==> src/rtl/cmdq_pkg.sv <==
package cmdq_pkg;

    localparam int QA_W   = 5;
    localparam int QDEPTH = 1 << QA_W;

    typedef logic [QA_W-1:0] qaddr_t;

    typedef struct packed {
        qaddr_t first_addr;
        qaddr_t last_addr;
        logic   wrap_on;
        logic   wrap_to_first;
        logic   irq_en;
    } seq_cfg_t;

    typedef enum logic [0:0] {
        ST_IDLE = 1'b0,
        ST_RUN  = 1'b1
    } seq_state_t;

    function automatic qaddr_t step_addr(input qaddr_t a);
        return qaddr_t'(a + 1'b1);
    endfunction

    function automatic qaddr_t wrap_target(input seq_cfg_t c);
        return c.wrap_to_first ? c.first_addr : '0;
    endfunction

endpackage

==> src/rtl/cmdq_cfg_latch.sv <==
module cmdq_cfg_latch
    import cmdq_pkg::*;
(
    input  logic     clk,
    input  logic     rst,
    input  logic     run_en_i,
    input  logic     busy_i,
    input  seq_cfg_t cfg_i,
    output logic     start_o,
    output seq_cfg_t cfg_q_o
);

    logic en_q;

    assign start_o = run_en_i && !en_q && !busy_i;

    always_ff @(posedge clk) begin
        if (rst) begin
            en_q    <= 1'b0;
            cfg_q_o <= '0;
        end else begin
            en_q <= run_en_i;
            if (start_o) begin
                cfg_q_o <= cfg_i;
            end
        end
    end


    cfg_hold_chk: assert property (@(posedge clk) disable iff (rst)
        !start_o |=> $stable(cfg_q_o));

endmodule

==> src/rtl/cmdq_ptr_fsm.sv <==
module cmdq_ptr_fsm
    import cmdq_pkg::*;
(
    input  logic     clk,
    input  logic     rst,
    input  logic     start_i,
    input  logic     run_en_i,
    input  logic     cmd_done_i,
    input  qaddr_t   first_addr_i,
    input  seq_cfg_t cfg_i,
    output qaddr_t   ptr_o,
    output logic     busy_o,
    output logic     eoq_hit_o
);

    seq_state_t state;
    logic       step_ok;
    logic       at_end;

    assign busy_o    = (state == ST_RUN);
    assign step_ok   = busy_o && run_en_i && cmd_done_i;
    assign at_end    = (ptr_o == cfg_i.last_addr);
    assign eoq_hit_o = step_ok && at_end;

    always_ff @(posedge clk) begin
        if (rst) begin
            state <= ST_IDLE;
            ptr_o <= '0;
        end else if (start_i) begin
            state <= ST_RUN;
            ptr_o <= first_addr_i;
        end else if (busy_o) begin
            if (!run_en_i) begin
                state <= ST_IDLE;
            end else if (cmd_done_i) begin
                if (at_end) begin
                    if (cfg_i.wrap_on) begin
                        ptr_o <= wrap_target(cfg_i);
                    end else begin
                        state <= ST_IDLE;
                    end
                end else begin
                    ptr_o <= step_addr(ptr_o);
                end
            end
        end
    end


    load_first_chk: assert property (@(posedge clk) disable iff (rst)
        start_i |=> (busy_o && ptr_o == $past(first_addr_i)));


    step_fwd_chk: assert property (@(posedge clk) disable iff (rst)
        (step_ok && !at_end) |=> (ptr_o == qaddr_t'($past(ptr_o) + 1'b1)));


    stop_at_end_chk: assert property (@(posedge clk) disable iff (rst)
        (eoq_hit_o && !cfg_i.wrap_on) |=> (!busy_o && $stable(ptr_o)));


    idle_hold_chk: assert property (@(posedge clk) disable iff (rst)
        (!busy_o && !start_i) |=> $stable(ptr_o));


    drop_en_chk: assert property (@(posedge clk) disable iff (rst)
        (busy_o && !run_en_i && !start_i) |=> (!busy_o && $stable(ptr_o)));

endmodule

==> src/rtl/cmdq_fin_flag.sv <==
module cmdq_fin_flag (
    input  logic clk,
    input  logic rst,
    input  logic eoq_hit_i,
    input  logic clr_i,
    input  logic irq_en_i,
    output logic finished_o,
    output logic irq_o
);

    always_ff @(posedge clk) begin
        if (rst) begin
            finished_o <= 1'b0;
        end else if (clr_i) begin
            finished_o <= 1'b0;
        end else if (eoq_hit_i) begin
            finished_o <= 1'b1;
        end
    end

    assign irq_o = finished_o && irq_en_i;


    set_on_end_chk: assert property (@(posedge clk) disable iff (rst)
        (eoq_hit_i && !clr_i) |=> finished_o);


    clr_wins_chk: assert property (@(posedge clk) disable iff (rst)
        clr_i |=> !finished_o);


    sticky_chk: assert property (@(posedge clk) disable iff (rst)
        (finished_o && !clr_i) |=> finished_o);

endmodule

==> src/rtl/cmdq_seq_top.sv <==
module cmdq_seq_top
    import cmdq_pkg::*;
(
    input  logic       clk,
    input  logic       rst,
    input  logic       run_en_i,
    input  logic [4:0] first_addr_i,
    input  logic [4:0] last_addr_i,
    input  logic       wrap_on_i,
    input  logic       wrap_to_first_i,
    input  logic       fin_irq_en_i,
    input  logic       cmd_done_i,
    input  logic       fin_clr_i,
    output logic [4:0] queue_addr_o,
    output logic       busy_o,
    output logic       finished_o,
    output logic       irq_o
);

    seq_cfg_t cfg_live;
    seq_cfg_t cfg_q;
    logic     start;
    logic     eoq_hit;
    qaddr_t   ptr;

    always_comb begin
        cfg_live.first_addr    = first_addr_i;
        cfg_live.last_addr     = last_addr_i;
        cfg_live.wrap_on       = wrap_on_i;
        cfg_live.wrap_to_first = wrap_to_first_i;
        cfg_live.irq_en        = fin_irq_en_i;
    end

    cmdq_cfg_latch u_cfg (
        .clk      (clk),
        .rst      (rst),
        .run_en_i (run_en_i),
        .busy_i   (busy_o),
        .cfg_i    (cfg_live),
        .start_o  (start),
        .cfg_q_o  (cfg_q)
    );

    cmdq_ptr_fsm u_ptr (
        .clk          (clk),
        .rst          (rst),
        .start_i      (start),
        .run_en_i     (run_en_i),
        .cmd_done_i   (cmd_done_i),
        .first_addr_i (first_addr_i),
        .cfg_i        (cfg_q),
        .ptr_o        (ptr),
        .busy_o       (busy_o),
        .eoq_hit_o    (eoq_hit)
    );

    cmdq_fin_flag u_fin (
        .clk        (clk),
        .rst        (rst),
        .eoq_hit_i  (eoq_hit),
        .clr_i      (fin_clr_i),
        .irq_en_i   (cfg_q.irq_en),
        .finished_o (finished_o),
        .irq_o      (irq_o)
    );

    assign queue_addr_o = ptr;


    wrap_zero_chk: assert property (@(posedge clk) disable iff (rst)
        (eoq_hit && cfg_q.wrap_on && !cfg_q.wrap_to_first) |=> (busy_o && queue_addr_o == '0));


    wrap_first_chk: assert property (@(posedge clk) disable iff (rst)
        (eoq_hit && cfg_q.wrap_on && cfg_q.wrap_to_first) |=> (busy_o && queue_addr_o == $past(cfg_q.first_addr)));


    irq_needs_fin_chk: assert property (@(posedge clk) disable iff (rst)
        $rose(irq_o) |-> finished_o);

endmodule

==> config.mk <==
export PLATFORM = sky130hd
export DESIGN_NAME = cmdq_seq_top
export DESIGN_NICKNAME = d
export VERILOG_FILES = /design/src/rtl/cmdq_pkg.sv /design/src/rtl/cmdq_cfg_latch.sv /design/src/rtl/cmdq_ptr_fsm.sv /design/src/rtl/cmdq_fin_flag.sv /design/src/rtl/cmdq_seq_top.sv
export SDC_FILE = /design/constraint.sdc
export NUM_CORES = 1
export LEC_CHECK = 0
export ABC_AREA = 1
export CAP_MARGIN = 20
export CORE_MARGIN = 2
export CORE_UTILIZATION = 30
export CTS_CLUSTER_SIZE = 30
export DETAILED_ROUTE_END_ITERATION = 7
export GPL_TIMING_DRIVEN = 0
export SLEW_MARGIN = 30
export SYNTH_ARGS = -nofsm -noshare
export SYNTH_HDL_FRONTEND = slang
export SYNTH_HIERARCHICAL = 1
export SYNTH_SLANG_ARGS = --single-unit
==> constraint.sdc <==
create_clock -name clk -period 2.85 [get_ports clk]
set_input_delay 0.285 -clock clk [delete_from_list [all_inputs] [get_ports clk]]
set_output_delay 0.285 -clock clk [all_outputs]
set_load 0.02 [all_outputs]
* After elaboration in Yosys (flattened, before gate mapping)
Index checks and enable logic that the tools add are counted.
Storage, ports and cells: memories 0, input port bits 18, bits in registers 21, logic and storage cells 38, bits in latches 0, output and inout bits 8, memory bits (writable) 0, bits in read-only memories 0
Operators by class: reductions and logical operators 13, div/mod/pow operators 0, shifts and indexed selects 0, equality and inequality tests 2, bitwise gates (word level) 0, multipliers 0, $lt $le $gt $ge 0, muxes and demuxes 13, add/sub/neg operators 1
Operators by type and width (number):
- two-way mux 5 bit | 7
- logical AND 1 bit | 6
- two-way mux 1 bit | 6
- nonzero test 2 bit | 3
- adder 5 x 1 -> 5 bit (second input constant) | 1
- == test 5 bit | 1
- AND reduction 4 bit | 1
- inequality test 3 bit (second input constant) | 1
- logical NOT 1 bit | 2
- OR reduction 2 bit | 1

* Logic depth before layout (Yosys ltp)
Gate-level depths: netlist of the first run.
depth in word-level cells 7, mapped depth 10

* Modules after synthesis
Netlist of the first run, hierarchy kept.
By module, submodules not included:
- cmdq_ptr_fsm | times used 1, cells each 109, area an instance 645.6 µm², seq. area each 120.1 µm²
- cmdq_cfg_latch | times used 1, cells each 89, area an instance 588.1 µm², seq. area each 280.3 µm²
- cmdq_fin_flag | times used 1, cells each 8, area an instance 46.3 µm², seq. area each 20.0 µm²

* Worst setup path before layout of the first run
Ideal clock, no wire load.
path kind flip-flop to flip-flop, start point register u_ptr.state, in the netlist u_ptr/busy_o, end point register u_ptr.ptr_o[3], arrival time 1.448 ns, setup slack 1.289 ns, library setup time 0.112 ns, cell stages (with the launch flop) 11, cells stage by stage dfxtp_1 inv_1 nand3_4 buf_4 inv_1 nor2_1 nand4_1 nand3_2 nand2_1 nand2_1 nor2_2
On the way: longest elaborated chain between the ends 4, elaborated cells on any way between the ends 8
Ends and longest elaborated chain:
- start: declaration | line cmdq_ptr_fsm.sv:16 | seq_state_t state;
- start signal: assignment | line cmdq_ptr_fsm.sv:27 | state <= ST_IDLE;
- start signal: assignment | line cmdq_ptr_fsm.sv:30 | state <= ST_RUN;
- start signal: assignment | line cmdq_ptr_fsm.sv:34 | state <= ST_IDLE;
- logical NOT 1 bit (*) | line cmdq_cfg_latch.sv:15 | assign start_o = run_en_i && !en_q && !busy_i;
- logical AND 1 bit (*) | line cmdq_cfg_latch.sv:15
- net start | line cmdq_seq_top.sv:22 | logic start;
- inequality test 3 bit (no source line) or nonzero test 2 bit (tied branches)
- AND reduction 4 bit (no source line)
- end signal: assignment | line cmdq_ptr_fsm.sv:31 | ptr_o <= first_addr_i;
- end signal: assignment | line cmdq_ptr_fsm.sv:38 | ptr_o <= wrap_target(cfg_i);
- end signal: assignment | line cmdq_ptr_fsm.sv:43 | ptr_o <= step_addr(ptr_o);
- end: declaration | line cmdq_ptr_fsm.sv:11 | output qaddr_t ptr_o,
The timed path passes the listed nets; every way through them passes the cells marked *. A chain may end at the register's enable or synchronous reset.

* Final worst setup path of the first run
start point input port run_en_i, end point register u_ptr.ptr_o[2]
On the way: longest elaborated chain between the ends 4, elaborated cells on any way between the ends 8
Ends and longest elaborated chain:
- start: declaration | line cmdq_seq_top.sv:6 | input logic run_en_i,
- logical AND 1 bit (*) (2 in series) | line cmdq_cfg_latch.sv:15
- net start | line cmdq_seq_top.sv:22
- inequality test 3 bit (no source line) or nonzero test 2 bit (tied branches)
- AND reduction 4 bit (no source line)
Marked as above.

==> flow_summary.json, run 1 <==
{
  "syn_area_um2": 1280,
  "setup_viol": 0,
  "status": "finished, final reports clean",
  "avgSynthCellArea_um2": 6.21,
  "routabilityCongestion": 0.790,
  "grt_max_degree": 13,
  "hp-start": "u_cfg/cfg_q_o[12]$_SDFFE_PP0P_",
  "clockRootBuffer": "clkbuf_8",
  "wl_per_cell_um": 10.1,
  "synthDistinctLibCells": 24,
  "critPathRequiredTime_ps": 3020,
  "drv_slew": 0,
  "reg2reg_from": "u_ptr/busy_o$_SDFF_PP0_",
  "netlist_instances": 206,
  "layout.cells.non_filler": 285,
  "p_int_uw": 530,
  "fin_nets": 255,
  "syn_nets": 225,
  "ys_seq_elements": 21,
  "initial_utilization": 0.315,
  "avgViaCountPerCell": 4.27,
  "skew_ps": 5.13,
  "die_w_um": 69.3,
  "p_leak_uw": 0.000812,
  "fin_util": 0.404,
  "p_clk_frac": 0.248,
  "switchingPower_uw": 290,
  "cts_htree_levels": 1,
  "cp.arrival_ps": 2090,
  "pwr-share-comb": 0.335,
  "dpl.hpwl_mm": 2.18,
  "ys_warn_count": 6,
  "rows": 23,
  "antenna_found_initial": 0,
  "drc": 0,
  "cts_tree": "built",
  "ctsHoldBuffers": 0,
  "clock-sinks": 21,
  "clk_pin_slew_ps": 90,
  "area_growth_pct": 28.1,
  "die_h_um": 69.3,
  "fmax_ghz": 0.519,
  "ant_nets": 0,
  "finalHoldViolCount": 0,
  "track_usage": 0.128,
  "slew_headroom": 0.756,
  "post_cts_resized": 0,
  "cts_buffer_depth": 2,
  "numPlacedInstances": 281,
  "worstSetupStartpointType": "input pin",
  "p_seq_frac": 0.418,
  "n_antenna_cell": 0,
  "drt-total-wl_mm": 2.89,
  "ys_seq_area_frac": 0.328,
  "end_kind": "flop",
  "cap_violations": 0,
  "period_needed_ps": 1930,
  "io_pins": 26,
  "total_power_uw": 820,
  "fin_tns_setup_ps": 0,
  "vias": 1218,
  "switching_share": 0.353,
  "placed_area_um2": 1590,
  "critPathMaxFanout": 10,
  "fin_crit_sh": 0.676,
  "drt_iter0_drc": 88,
  "grt_pass1_wl_mm": 5.04,
  "overflow": 0,
  "ff_latch_area_um2": 420,
  "dieArea_um2": 4810,
  "crit_type": "input pin to flop",
  "core_area_um2": 4060,
  "cts_setup_buffers": 0,
  "n_fill_cell": 448,
  "rsz0062_at_grt": "no",
  "grt_pass1_vias": 1163,
  "ir_drop_mv": 0.248,
  "dr.pass1.iters": 4,
  "fin_area_um2": 1640,
  "drive_above_1_share": 0.119,
  "multiInputGateArea_um2": 693,
  "min_path_type": "flop to flop",
  "setup.worst_path.start": "run_en_i",
  "clock_latency_ps": 260,
  "portBuffers": 25,
  "tightest_slew_ps": 365,
  "cts_buffers": 3,
  "power.density_nw_per_um2": 500
}
[cells in the final DEF (no fill, tap or decap), drive strengths merged]
cell type,n
o21ai,3
ha,1
buf,3
clkinv,1
inv,38
nor4,1
dfxtp,21
nor3,1
clkdlybuf4s50,25
a21oi,1
xnor2,1
nand3,9
nand2,66
xor2,3
nor2,53
nand4,5
clkbuf,3
[layout make-up]
type | instances | area share
multi-input cells | 144 | 0.423
flip-flops and latches | 21 | 0.256
repair buffers | 25 | 0.153
inverters | 38 | 0.0870
well taps | 50 | 0.0382
clock buffers | 3 | 0.0252
plain buffers | 3 | 0.0145
clock inverters | 1 | 0.00305
[power groups by stage]
stage | Clock [uW] | Sequential, uW | Combinational, uW
after global routing | 224 | 348 | 308
after global placement | 0 | 350 | 272
after floorplan | 0 | 356 | 185
final | 203 | 343 | 274
after detailed placement | 0 | 350 | 274
after CTS | 211 | 344 | 276
[critical path, cell delays in order]
cell and delay, ps:
clkdlybuf4s50_1 570, nand3_4 160, buf_4 210, inv_1 120
inv_2 110, o21ai_1 170, nand3_2 210, nor2_1 190
nor2_2 50
[synthesized netlist by cell type]
cell type,instances,area (um^2)
nor2_4,2,22.5
inv_2,5,18.8
ha_1,1,12.5
buf_4,1,7.51
nand3_1,5,25.0
nand4_1,5,31.3
o21ai_1,3,15.0
xnor2_2,1,16.3
inv_1,33,124
nand2_1,61,229
buf_2,1,5.00
nor2_2,3,18.8
nor4_1,1,6.26
nor3_1,1,5.00
nand3_2,3,30.0
a21oi_1,1,5.00
nand2_4,1,11.3
nor2_1,47,176
nand3_4,1,17.5
buf_6,1,11.3
dfxtp_1,21,420
nand2_2,4,25.0
nor2_8,1,20.0
xor2_1,3,26.3
[logic make-up after synthesis]
group | count (synthesis) | share of synthesized area
compound gates | 4 | 0.0156
xor+xnor | 4 | 0.0332
fa+ha+maj | 1 | 0.00977
buf+inv | 41 | 0.130
flops | 21 | 0.328
simple gates | 135 | 0.483
[stage by stage]
step	setup WS, ps	hold WS, ps
floorplan	1290	354
detailed placement	665	509
global route	794	570
global placement	663	499
finish	922	520
CTS	925	523
[metal layers]
layer	up-vias	part of all wire	routed length [um]	track usage
li1	663	-	-	-
met1	534	0.47	1360	0.162
met2	17	0.49	1410	0.218
met3	4	0.033	95	0.0247
met4	0	0.0093	27	0.0436
met5	-	0	0	0
[sequential cells by signal, summed over array words and instances, names as in the netlist]
| register | cells |
|---|---|
| u_cfg/en_q | 1 |
| u_cfg/cfg_q_o | 13 |
| u_ptr/ptr_o | 5 |
| u_fin/finished_o | 1 |
| u_ptr/busy_o | 1 |
[path summary, 6_finish.rpt]
path                                                        to  slack [ps]  depth (start not counted)
worst max-delay path               u_ptr/ptr_o[2]$_SDFFE_PP0P_         920                          9
worst min-delay path            u_cfg/cfg_q_o[12]$_SDFFE_PP0P_         520                          4
worst max register to register     u_ptr/ptr_o[2]$_SDFFE_PP0P_        1110                          9
worst min register to register  u_cfg/cfg_q_o[12]$_SDFFE_PP0P_         520                          4
Power figures use the tool's default switching activity.
==> inputs of run 2 (changes only) <==
==> constraint.sdc (replaced) <==
create_clock -name clk -period 1.9 [get_ports clk]
set_input_delay 0.19 -clock clk [delete_from_list [all_inputs] [get_ports clk]]
set_output_delay 0.19 -clock clk [all_outputs]
set_load 0.02 [all_outputs]
==> run 2 against run 1 <==
Compared with the run above:
- die area stayed put
- core utilization up 0.093 points
- register-to-register slack got worse by 900 ps
- final cell count unchanged
- total power up 50%
- largest cell class unchanged
==> flow_summary.json, run 2 (synthesized netlist as in run 1, its figures left out) <==
{
  "n_antenna_cell": 0,
  "clock-sinks": 21,
  "switching_share": 0.355,
  "layout_common_cells": "61 x nand2_1, 47 x nor2_1, 33 x inv_1",
  "routabilityCongestion": 0.790,
  "cap_violations": 0,
  "dr.pass1.iters": 4,
  "fin_tns_setup_ps": 0,
  "wl_per_cell_um": 10.2,
  "crit_chain": "clkdlybuf4s50_1 > nand3_4 > buf_4 > inv_1 > inv_2 > nand2_1 > nand3_2 > nor2_1 > nor2_2",
  "overflow": 0,
  "p_clk_frac": 0.248,
  "wl_met2_mm": 1.41,
  "switchingPower_uw": 437,
  "area_growth_pct": 28.3,
  "cp.arrival_ps": 1940,
  "tightest_slew_ps": 367,
  "ff_latch_area_um2": 420,
  "rsz0062_at_grt": "no",
  "cts_htree_levels": 1,
  "layout.cells.non_filler": 285,
  "ctsHoldBuffers": 0,
  "fin_crit_sh": 0.932,
  "vias": 1211,
  "drive_above_1_share": 0.123,
  "fin_nets": 255,
  "status": "finished, final reports clean",
  "r2r_slack_ps": 210,
  "setup_viol": 0,
  "r2r_cells": 10,
  "critPathRequiredTime_ps": 2070,
  "drt-total-wl_mm": 2.91,
  "grt_pass1_vias": 1163,
  "rows": 23,
  "grt_max_degree": 13,
  "highest_layer": "met4",
  "antenna_found_initial": 0,
  "ant_nets": 0,
  "cts_buffers": 3,
  "hp-start": "last_addr_i[0]",
  "reg2reg_from": "u_ptr/busy_o$_SDFF_PP0_",
  "pwr-share-comb": 0.335,
  "ir_drop_mv": 0.372,
  "core_area_um2": 4060,
  "end_kind": "flop",
  "cts_setup_buffers": 0,
  "worstSetupStartpointType": "input pin",
  "clk_pin_slew_ps": 90,
  "mostFrequentLayoutCell": "nand2_1",
  "slew_headroom": 0.755,
  "fmax_ghz": 0.565,
  "drt_iter0_drc": 110,
  "grt_pass1_wl_mm": 5.04,
  "skew_ps": 5.08,
  "die_w_um": 69.3,
  "finalHoldViolCount": 0,
  "p_seq_frac": 0.417,
  "largest_reg_flops": 13,
  "min_path_type": "input pin to flop",
  "io_pins": 26,
  "dieArea_um2": 4810,
  "p_int_uw": 796,
  "initial_utilization": 0.315,
  "clockRootBuffer": "clkbuf_8",
  "largestRegisters": "u_cfg/cfg_q_o (13), u_ptr/ptr_o (5)",
  "critPathMaxFanout": 10,
  "cts_tree": "built",
  "largest_register": "u_cfg/cfg_q_o",
  "p_leak_uw": 0.000813,
  "crit_type": "input pin to flop",
  "die_h_um": 69.3,
  "clock_latency_ps": 260,
  "track_usage": 0.128,
  "wl_met3_um": 106,
  "dpl.hpwl_mm": 2.18,
  "r2r_end": "u_ptr/ptr_o[2]$_SDFFE_PP0P_",
  "holdWs_ps": 496,
  "portBuffers": 25,
  "numPlacedInstances": 281,
  "period_needed_ps": 1770,
  "cts_buffer_depth": 2,
  "avgViaCountPerCell": 4.25,
  "slowest_delay_ps": 570,
  "critPathSlowestCell": "clkdlybuf4s50_1",
  "drc": 0,
  "n_fill_cell": 446,
  "multiInputGateArea_um2": 697,
  "wl_met1_mm": 1.36,
  "fin_util": 0.405,
  "drv_slew": 0,
  "power.density_nw_per_um2": 751,
  "endpoint": "u_ptr/ptr_o[2]$_SDFFE_PP0P_",
  "setup.worst_path.start": "run_en_i"
}
-- run 2: changes by cell type in the layout (fill, tap and decap cells not counted) --
cell / before / now
o21ai_1: 3 / 2
o21ai_2: 0 / 1
-- run 2: timing repair --
action	in CTS	in global routing
gates resized for setup	0	1
endpoints found under the setup margin	0	5
endpoints found under the hold margin	0	0
-- run 2: stage by stage --
step / worst slack [ps] / total power, uW / area, um^2
finish: 129 / 1230 / 1640
detailed placement: -190 / 937 / 1590
global placement: -192 / 933 / 1590
global route: 0.338 / 1320 / 1640
floorplan: 339 / 811 / 1280
CTS: 69.5 / 1250 / 1640
-- run 2: final cells by class --
type                            instances  share of cell area
Sequential cell                        21               0.256
Clock inverter                          1             0.00305
Multi-Input combinational cell        144               0.424
Buffer                                  3              0.0145
Clock buffer                            3              0.0251
Tap cell                               50              0.0381
Inverter                               38              0.0868
Timing Repair Buffer                   25               0.152
-- run 2: power by group through the flow --
stage                     clock (uW)  sequential, uW  combinational, uW
after detailed placement           0             526                412
after CTS                        317             516                414
final                            306             514                414
after global routing             336             523                463
after global placement             0             525                408
after floorplan                    0             534                277
-- run 2: critical path: cells and delay by family --
family | cells | cell delay [ps]
buf+inv | 4 | 1020
simple gates | 5 | 710
-- run 2: how the worst min path moves through the flow --
stage / slack (ps) / cells past startpoint / end
after floorplan: 260 / 1 / u_ptr/busy_o$_SDFF_PP0_
after global placement: 500 / 4 / u_cfg/cfg_q_o[12]$_SDFFE_PP0P_
after detailed placement: 510 / 4 / u_cfg/cfg_q_o[11]$_SDFFE_PP0P_
after CTS: 500 / 3 / u_cfg/cfg_q_o[6]$_SDFFE_PP0P_
after global routing: 500 / 3 / u_cfg/cfg_q_o[3]$_SDFFE_PP0P_
final: 500 / 3 / u_cfg/cfg_q_o[3]$_SDFFE_PP0P_
-- run 2: routing by layer --
metal / up-vias / track usage
met5: - / 0
met4: 0 / 0.0436
met3: 4 / 0.0247
met2: 20 / 0.218
met1: 525 / 0.162
li1: 662 / -
